`src/rtl/tdb_pkg.sv`:
```
package tdb_pkg;
  localparam int NGRP   = 7;
  localparam int PERIOD = 6;
  localparam int PH_W   = $clog2(PERIOD);

  localparam int IDX_CPU = 0;
  localparam int IDX_SDR = 1;
  localparam int IDX_V66 = 2;
  localparam int IDX_PCI = 3;
  localparam int IDX_M48 = 4;
  localparam int IDX_REF = 5;
  localparam int IDX_IOA = 6;

  typedef enum logic [1:0] {
    MODE_FLOAT = 2'd0,
    MODE_DIV   = 2'd1,
    MODE_NORM  = 2'd2
  } mode_e;

  // Division ratio of each group; 1 means the undivided test clock.
  function automatic int grp_ratio(input int g);
    case (g)
      IDX_CPU, IDX_SDR, IDX_M48: return 2;
      IDX_V66:                   return 3;
      IDX_PCI, IDX_IOA:          return 6;
      default:                   return 1;
    endcase
  endfunction

  function automatic mode_e decode_mode(input logic test_n, input logic sel0);
    if (test_n) return MODE_NORM;
    return sel0 ? MODE_DIV : MODE_FLOAT;
  endfunction
endpackage

```
`src/rtl/tdb_mode_ctrl.sv`:
```
module tdb_mode_ctrl
  import tdb_pkg::*;
(
  input  logic            clk_i,
  input  logic            rst_ni,
  input  logic            test_ni,
  input  logic            sel0_i,
  input  logic [NGRP-1:0] ext_en_i,
  input  logic            frame_end_i,
  output mode_e           act_q_o,
  output mode_e           act_n_o,
  output logic [NGRP-1:0] oe_o
);
  mode_e req_q;
  mode_e act_q;
  mode_e act_n;

  // A requested mode is adopted only at a frame boundary.
  assign act_n = frame_end_i ? req_q : act_q;

  always_ff @(posedge clk_i or negedge rst_ni) begin
    if (!rst_ni) begin
      req_q <= MODE_FLOAT;
      act_q <= MODE_FLOAT;
      oe_o  <= '0;
    end else begin
      req_q <= decode_mode(test_ni, sel0_i);
      act_q <= act_n;
      case (act_n)
        MODE_DIV:  oe_o <= '1;
        MODE_NORM: oe_o <= ext_en_i;
        default:   oe_o <= '0;
      endcase
    end
  end

  assign act_q_o = act_q;
  assign act_n_o = act_n;
endmodule

```
`src/rtl/tdb_phase_gen.sv`:
```
module tdb_phase_gen
  import tdb_pkg::*;
(
  input  logic            clk_i,
  input  logic            rst_ni,
  input  mode_e           act_n_i,
  output logic [PH_W-1:0] ph_n_o,
  output logic            frame_end_o
);
  localparam logic [PH_W-1:0] LAST = PH_W'(PERIOD - 1);

  logic [PH_W-1:0] ph_q;
  logic [PH_W-1:0] ph_n;

  // Outside divide mode the phase parks on the last slot, where every
  // divided output is low; the next divide frame then starts at slot 0.
  always_comb begin
    if (act_n_i != MODE_DIV)  ph_n = LAST;
    else if (ph_q == LAST)    ph_n = '0;
    else                      ph_n = ph_q + 1'b1;
  end

  always_ff @(posedge clk_i or negedge rst_ni) begin
    if (!rst_ni) ph_q <= LAST;
    else         ph_q <= ph_n;
  end

  assign ph_n_o      = ph_n;
  assign frame_end_o = (ph_q == LAST);
endmodule

```
`src/rtl/tdb_tap.sv`:
```
module tdb_tap
  import tdb_pkg::*;
#(
  parameter int RATIO = 2
) (
  input  logic            clk_i,
  input  logic            rst_ni,
  input  logic [PH_W-1:0] ph_n_i,
  output logic            clk_o
);
  localparam int HI_LEN = RATIO - RATIO / 2;

  logic hit;
  assign hit = (int'(ph_n_i) % RATIO) < HI_LEN;

  always_ff @(posedge clk_i or negedge rst_ni) begin
    if (!rst_ni) clk_o <= 1'b0;
    else         clk_o <= hit;
  end
endmodule

```
`src/rtl/tdb_ref_gate.sv`:
```
module tdb_ref_gate
  import tdb_pkg::*;
(
  input  logic  clk_i,
  input  logic  rst_ni,
  input  mode_e act_q_i,
  output logic  clk_o
);
  logic en_q;

  // Enable changes while the clock is low, so only whole high phases pass.
  always_ff @(negedge clk_i or negedge rst_ni) begin
    if (!rst_ni) en_q <= 1'b0;
    else         en_q <= (act_q_i == MODE_DIV);
  end

  assign clk_o = clk_i & en_q;
endmodule

```
`src/rtl/tclk_div_bank.sv`:
```
module tclk_div_bank
  import tdb_pkg::*;
(
  input  logic            clk_i,
  input  logic            rst_ni,
  input  logic            test_ni,
  input  logic            sel0_i,
  input  logic [NGRP-1:0] ext_en_i,
  output logic [NGRP-1:0] clk_o,
  output logic [NGRP-1:0] oe_o
);
  mode_e           act_q;
  mode_e           act_n;
  logic [PH_W-1:0] ph_n;
  logic            frame_end;

  tdb_mode_ctrl u_mode (
    .clk_i       (clk_i),
    .rst_ni      (rst_ni),
    .test_ni     (test_ni),
    .sel0_i      (sel0_i),
    .ext_en_i    (ext_en_i),
    .frame_end_i (frame_end),
    .act_q_o     (act_q),
    .act_n_o     (act_n),
    .oe_o        (oe_o)
  );

  tdb_phase_gen u_phase (
    .clk_i       (clk_i),
    .rst_ni      (rst_ni),
    .act_n_i     (act_n),
    .ph_n_o      (ph_n),
    .frame_end_o (frame_end)
  );

  for (genvar g = 0; g < NGRP; g++) begin : g_grp
    if (grp_ratio(g) == 1) begin : g_ref
      tdb_ref_gate u_ref (
        .clk_i   (clk_i),
        .rst_ni  (rst_ni),
        .act_q_i (act_q),
        .clk_o   (clk_o[g])
      );
    end else begin : g_div
      tdb_tap #(.RATIO(grp_ratio(g))) u_tap (
        .clk_i  (clk_i),
        .rst_ni (rst_ni),
        .ph_n_i (ph_n),
        .clk_o  (clk_o[g])
      );
    end
  end
endmodule

```
`config.mk`:
```
export PLATFORM = sky130hd
export DESIGN_NAME = tclk_div_bank
export DESIGN_NICKNAME = d
export VERILOG_FILES = /design/src/rtl/tdb_pkg.sv /design/src/rtl/tdb_mode_ctrl.sv /design/src/rtl/tdb_phase_gen.sv /design/src/rtl/tdb_tap.sv /design/src/rtl/tdb_ref_gate.sv /design/src/rtl/tclk_div_bank.sv
export SDC_FILE = /design/constraint.sdc
export NUM_CORES = 1
export LEC_CHECK = 0
export ABC_AREA = 1
export BUFFER_PORTS_ARGS = -buffer_cell sky130_fd_sc_hd__buf_2
export CAP_MARGIN = 20
export CORE_ASPECT_RATIO = 0.8
export CORE_MARGIN = 3
export CORE_UTILIZATION = 49
export DETAILED_ROUTE_END_ITERATION = 7
export PLACE_DENSITY = 0.85
export SETUP_SLACK_MARGIN = 0.2
export SYNTH_ARGS = -nofsm -noshare
export SYNTH_HDL_FRONTEND = slang
export SYNTH_SLANG_ARGS = --single-unit
```
`constraint.sdc`:
```
create_clock -name clk_i -period 2.7 [get_ports clk_i]
set_clock_uncertainty 0.1 [all_clocks]
set_input_delay 0.27 -clock clk_i [delete_from_list [all_inputs] [get_ports clk_i]]
set_output_delay 0.27 -clock clk_i [all_outputs]
set_load 0.01 [all_outputs]
```
After elaboration in Yosys (flattened, before gate mapping)
Cells that the tools add are included.
{"block": "word_totals", "ff_bits": 18}
{"block": "classes", "n_addsub": 1, "div": 2, "order_cmp": 3, "n_eq_ne": 5, "mux": 8, "bitwise_logic": 1}
{"operator": "$lt A32 B3 Y1 const B", "n": 2}
{"operator": "$mod A4 B3 Y32 const B", "n": 1}
{"operator": "$mod A4 B4 Y32 const B", "n": 1}
{"operator": "$pmux W7 S2", "n": 1}
{"operator": "$mux W2", "n": 3}
{"operator": "$mux W3", "n": 2}
{"operator": "$eq A2 B1 Y1 const B", "n": 2}
{"operator": "$add A3 B1 Y3 const B", "n": 1}
{"operator": "$eq A3 B3 Y1 const B", "n": 1}
{"operator": "$eq A2 B2 Y1 const B", "n": 1}
{"operator": "$mux W1", "n": 2}
{"operator": "$ne A2 B1 Y1 const B", "n": 1}
{"operator": "$and A1 B1 Y1", "n": 1}
{"operator": "$lt A1 B1 Y1 const B", "n": 1}

Depth between registers and ports, before layout
{"block": "depth", "ltp_word": 6, "ltp_mapped": 16, "ltp_nobuf": 16}

Cells and area by module
From an unflattened synthesis, not the netlist that was laid out.
{"block": "hier_totals", "cells_unflattened": 101, "area_unflattened_um2": 910.9}
{"mod": "tdb_mode_ctrl", "instances": 1, "cells_per_inst": 40, "area_each_um2": 415.4, "seq_area_each_um2": 275.3}
{"mod": "tdb_phase_gen", "instances": 1, "cells_per_inst": 18, "area_each_um2": 140.1, "seq_area_each_um2": 77.6}
{"mod": "tdb_tap (g_grp[2].g_div.u_tap)", "instances": 1, "cells_per_inst": 20, "area_each_um2": 138.9, "seq_area_each_um2": 25.0}
{"mod": "tdb_tap (g_grp[3].g_div.u_tap ...)", "instances": 2, "cells_per_inst": 6, "area_each_um2": 43.8, "seq_area_each_um2": 25.0}
{"mod": "tdb_tap (g_grp[0].g_div.u_tap ...)", "instances": 3, "cells_per_inst": 2, "area_each_um2": 28.8, "seq_area_each_um2": 25.0}
{"mod": "tdb_ref_gate", "instances": 1, "cells_per_inst": 5, "area_each_um2": 42.5, "seq_area_each_um2": 25.0}

==> flow_metrics.env <==
export IMPL_status="finished, violations left"
export IMPL_violations="setup timing"
export IMPL_ys_warn_count=0
export IMPL_die_height_um=43.2
export IMPL_arrival_ns=2.36
export IMPL_syn_mean_instance_area_um2=9.00
export IMPL_synth_seq_area_share_pct=53.6
export IMPL_worstPathMaxFanout=1
export IMPL_routed_wl_um=2090
export IMPL_synthAdderAreaFrac_pct=7.40
export IMPL_fp_coreArea_mm2=0.00150
export IMPL_die_x_um=52.5
export IMPL_crit_family="flip-flops"
export IMPL_yosysTopAreaCell="dfrtp_1"
export IMPL_max_cap_violations=0
export IMPL_post_drt_via_cell_ratio=4.81
export IMPL_io_pins=25
export IMPL_netlist_top_cells_area="dfrtp_1 (44%), nand2_1 (11%), ha_1 (7.4%)"
export IMPL_clkLatencyLatePin_ns=0.41
export IMPL_vias=750
export IMPL_ir_drop_mv=0.802
export IMPL_synth_top_family_by_area="simple AND/OR/NAND/NOR gates"
export IMPL_synth_compound_area_share_pct=5.92
export IMPL_path_class="reg -> out"
export IMPL_wl_per_cell_um=13.4
export IMPL_final_nets=152
export IMPL_power_density_mw_per_mm2=1260
export IMPL_layout_setup_ws_ns=-0.0312
export IMPL_rsz0062_at_grt="yes"
export IMPL_path_buf_inv=2
export IMPL_drc=0
export IMPL_muxShareOfSynthArea_pct=0
export IMPL_first_pass_iters=4
export IMPL_grt_remaining_overflow=0
export IMPL_drive_above_1_share_pct=38.5
export IMPL_clk_pin_slew_ns=0.10
export IMPL_synth_distinct_cells=14
export IMPL_rows=12
export IMPL_design_die_area_mm2=0.00226
export IMPL_critPathCaptureType="output port"
export IMPL_drv_slew=0
export IMPL_start_util_pct=56.3
export IMPL_required_ns=2.33
export IMPL_synthSimpleGateAreaFrac_pct=19.4
export IMPL_grt_usage_pct=20.4
export IMPL_drt_initial_drc_count=13
export IMPL_antenna_left=0
export IMPL_area_growth_pct=38.0
export IMPL_crit_slowest_cell="dfrtn_1"
export IMPL_p_total_mw=1.48
export IMPL_slowest_delay_ns=0.39
export IMPL_synth_xor_area_share_pct=0
export IMPL_detailed_place_hpwl_um=1190
export IMPL_antenna_found_initial=0
export IMPL_synth_seq_cells=18
export IMPL_utilization_pct=77.8
export IMPL_postSynthCellCount=94
export IMPL_setup_viol=2
export IMPL_power_leakage_nw=0.686
export IMPL_hold_viol_final=0
export IMPL_antenna_cells=0
export IMPL_crit_chain="nand2_1, inv_1, buf_2"
export IMPL_io_buffers=24
export IMPL_grt_pass1_wl_um=3100
export IMPL_cts_tree="yes"
export IMPL_grt_max_degree=18
export IMPL_start_kind="flop"
export IMPL_synth_top_area_share_pct=44.4
export IMPL_place_gp_congestion=0.865
export IMPL_synthesis_area_um2=846
export IMPL_grt_pass1_vias=710
export IMPL_min_path_type="in -> reg"
==> logic make-up after synthesis <==
family | Yosys count
compound gates | 10
fa+ha+maj | 5
buf+inv | 23
flops | 18
other cells | 1
simple gates | 37
==> layer usage <==
layer	global-route usage (%)	part of all wire [%]	up-vias
met5	0	0	-
met2	30.4	51	34
met1	20.6	37	343
li1	-	-	360
met3	12.3	8.1	13
met4	14.8	4.1	0
==> synth_stat cells <==
cell	instances
nand2_1	25
inv_1	16
dfrtp_1	15
a21oi_1	7
buf_4	7
ha_1	5
nor2_1	5
nand2_2	4
o21ai_0	3
dfstp_2	2
nand3_2	2
conb_1	1
dfrtn_1	1
nand4_1	1
==> power by group <==
part / switching [mW] / leakage, nW / internal, mW
clock network: 0.112 / 0.0503 / 0.139
logic: 0.481 / 0.409 / 0.327
registers: 0.0398 / 0.227 / 0.376
total: 0.633 / 0.686 / 0.842
==> cell type report <==
type                       instances  area [um2]
clock buffer                       8        63.8
clock inverter                     1        3.75
fill                             101         334
inverter                          15        56.3
multi-input combinational         54         312
sequential                        18         453
tap                               21        26.3
timing repair buffer              39         253
==> through the flow <==
step                      setup TNS, ns  hold slack (ns)  cell area, um2  cells  setup slack, ns
after global routing             -0.112         -0.00283            1170    156           -0.112
after CTS                       -0.0337          0.00101            1090    149          -0.0337
after detailed placement              0            0.181             958    135           0.0540
after global placement                0            0.172             958    135            0.166
after floorplan                       0           -0.126             850     95            0.273
final                           -0.0312          0.00482            1170    156          -0.0312
==> worst reg2reg max path, stage by stage, from the launching register on <==
cell	delay (ns)
dfstp_2	0.58
nand3_4	0.09
nand2_1	0.10
o21ai_2	0.08
inv_1	0.11
ha_4	0.17
inv_1	0.06
nor2_1	0.09
nand4_1	0.17
o21ai_2	0.21
ha_1	0.24
nor2_1	0.09
nand2_1	0.05
nand2_1	0.06
nand2_1	0.04
nand2_1	0.05
==> worst paths after layout <==
path | start | to | slack [ns] | depth (start not counted)
setup / recovery | g_grp[5].g_ref.u_ref.en_q | clk_o[5] | -0.03 | 3
hold / removal | ext_en_i[4] | u_mode.oe_o[4] | 0.005 | 3
setup reg to reg | u_phase.ph_q[0] | g_grp[2].g_div.u_tap.clk_o | 0.36 | 15
hold reg to reg | u_mode.req_q[1] | u_mode.act_q_o[1] | 0.46 | 2
max in group asynchronous | rst_ni | g_grp[5].g_ref.u_ref.en_q | 1.06 | 2
min in group asynchronous | rst_ni | u_mode.act_q_o[0] | 0.28 | 3
==> state kept, by name, summed over array words and instances (netlist names) <==
name,cells
g_grp.g_div.u_tap.clk_o,3
u_phase.ph_q,3
u_mode.act_q_o,2
g_grp.g_ref.u_ref.en_q,1
u_mode.oe_o,7
u_mode.req_q,2
==> cells in the final DEF (no fill, tap or decap), drive strengths merged <==
master / synthesis / layout
conb: 1 / 2
nand3: 2 / 2
inv: 16 / 16
nand2: 29 / 29
a21oi: 7 / 7
nor2: 5 / 5
nand4: 1 / 1
dfrtn: 1 / 1
dlygate4sd3: 0 / 7
dfstp: 2 / 2
ha: 5 / 5
o21ai: 3 / 3
buf: 7 / 33
clkbuf: 0 / 7
dfrtp: 15 / 15
==> timing repair <==
action / 4_1_cts / 5_1_grt
pin swaps: 0 / 5
buffers inserted: 1 / 6
hold buffers: 6 / 1
resized for setup: 3 / 6
endpoints found under the setup margin: 3 / 3
hold endpoints to repair: 22 / 1
No activity file was read; power rests on OpenSTA's default activity.
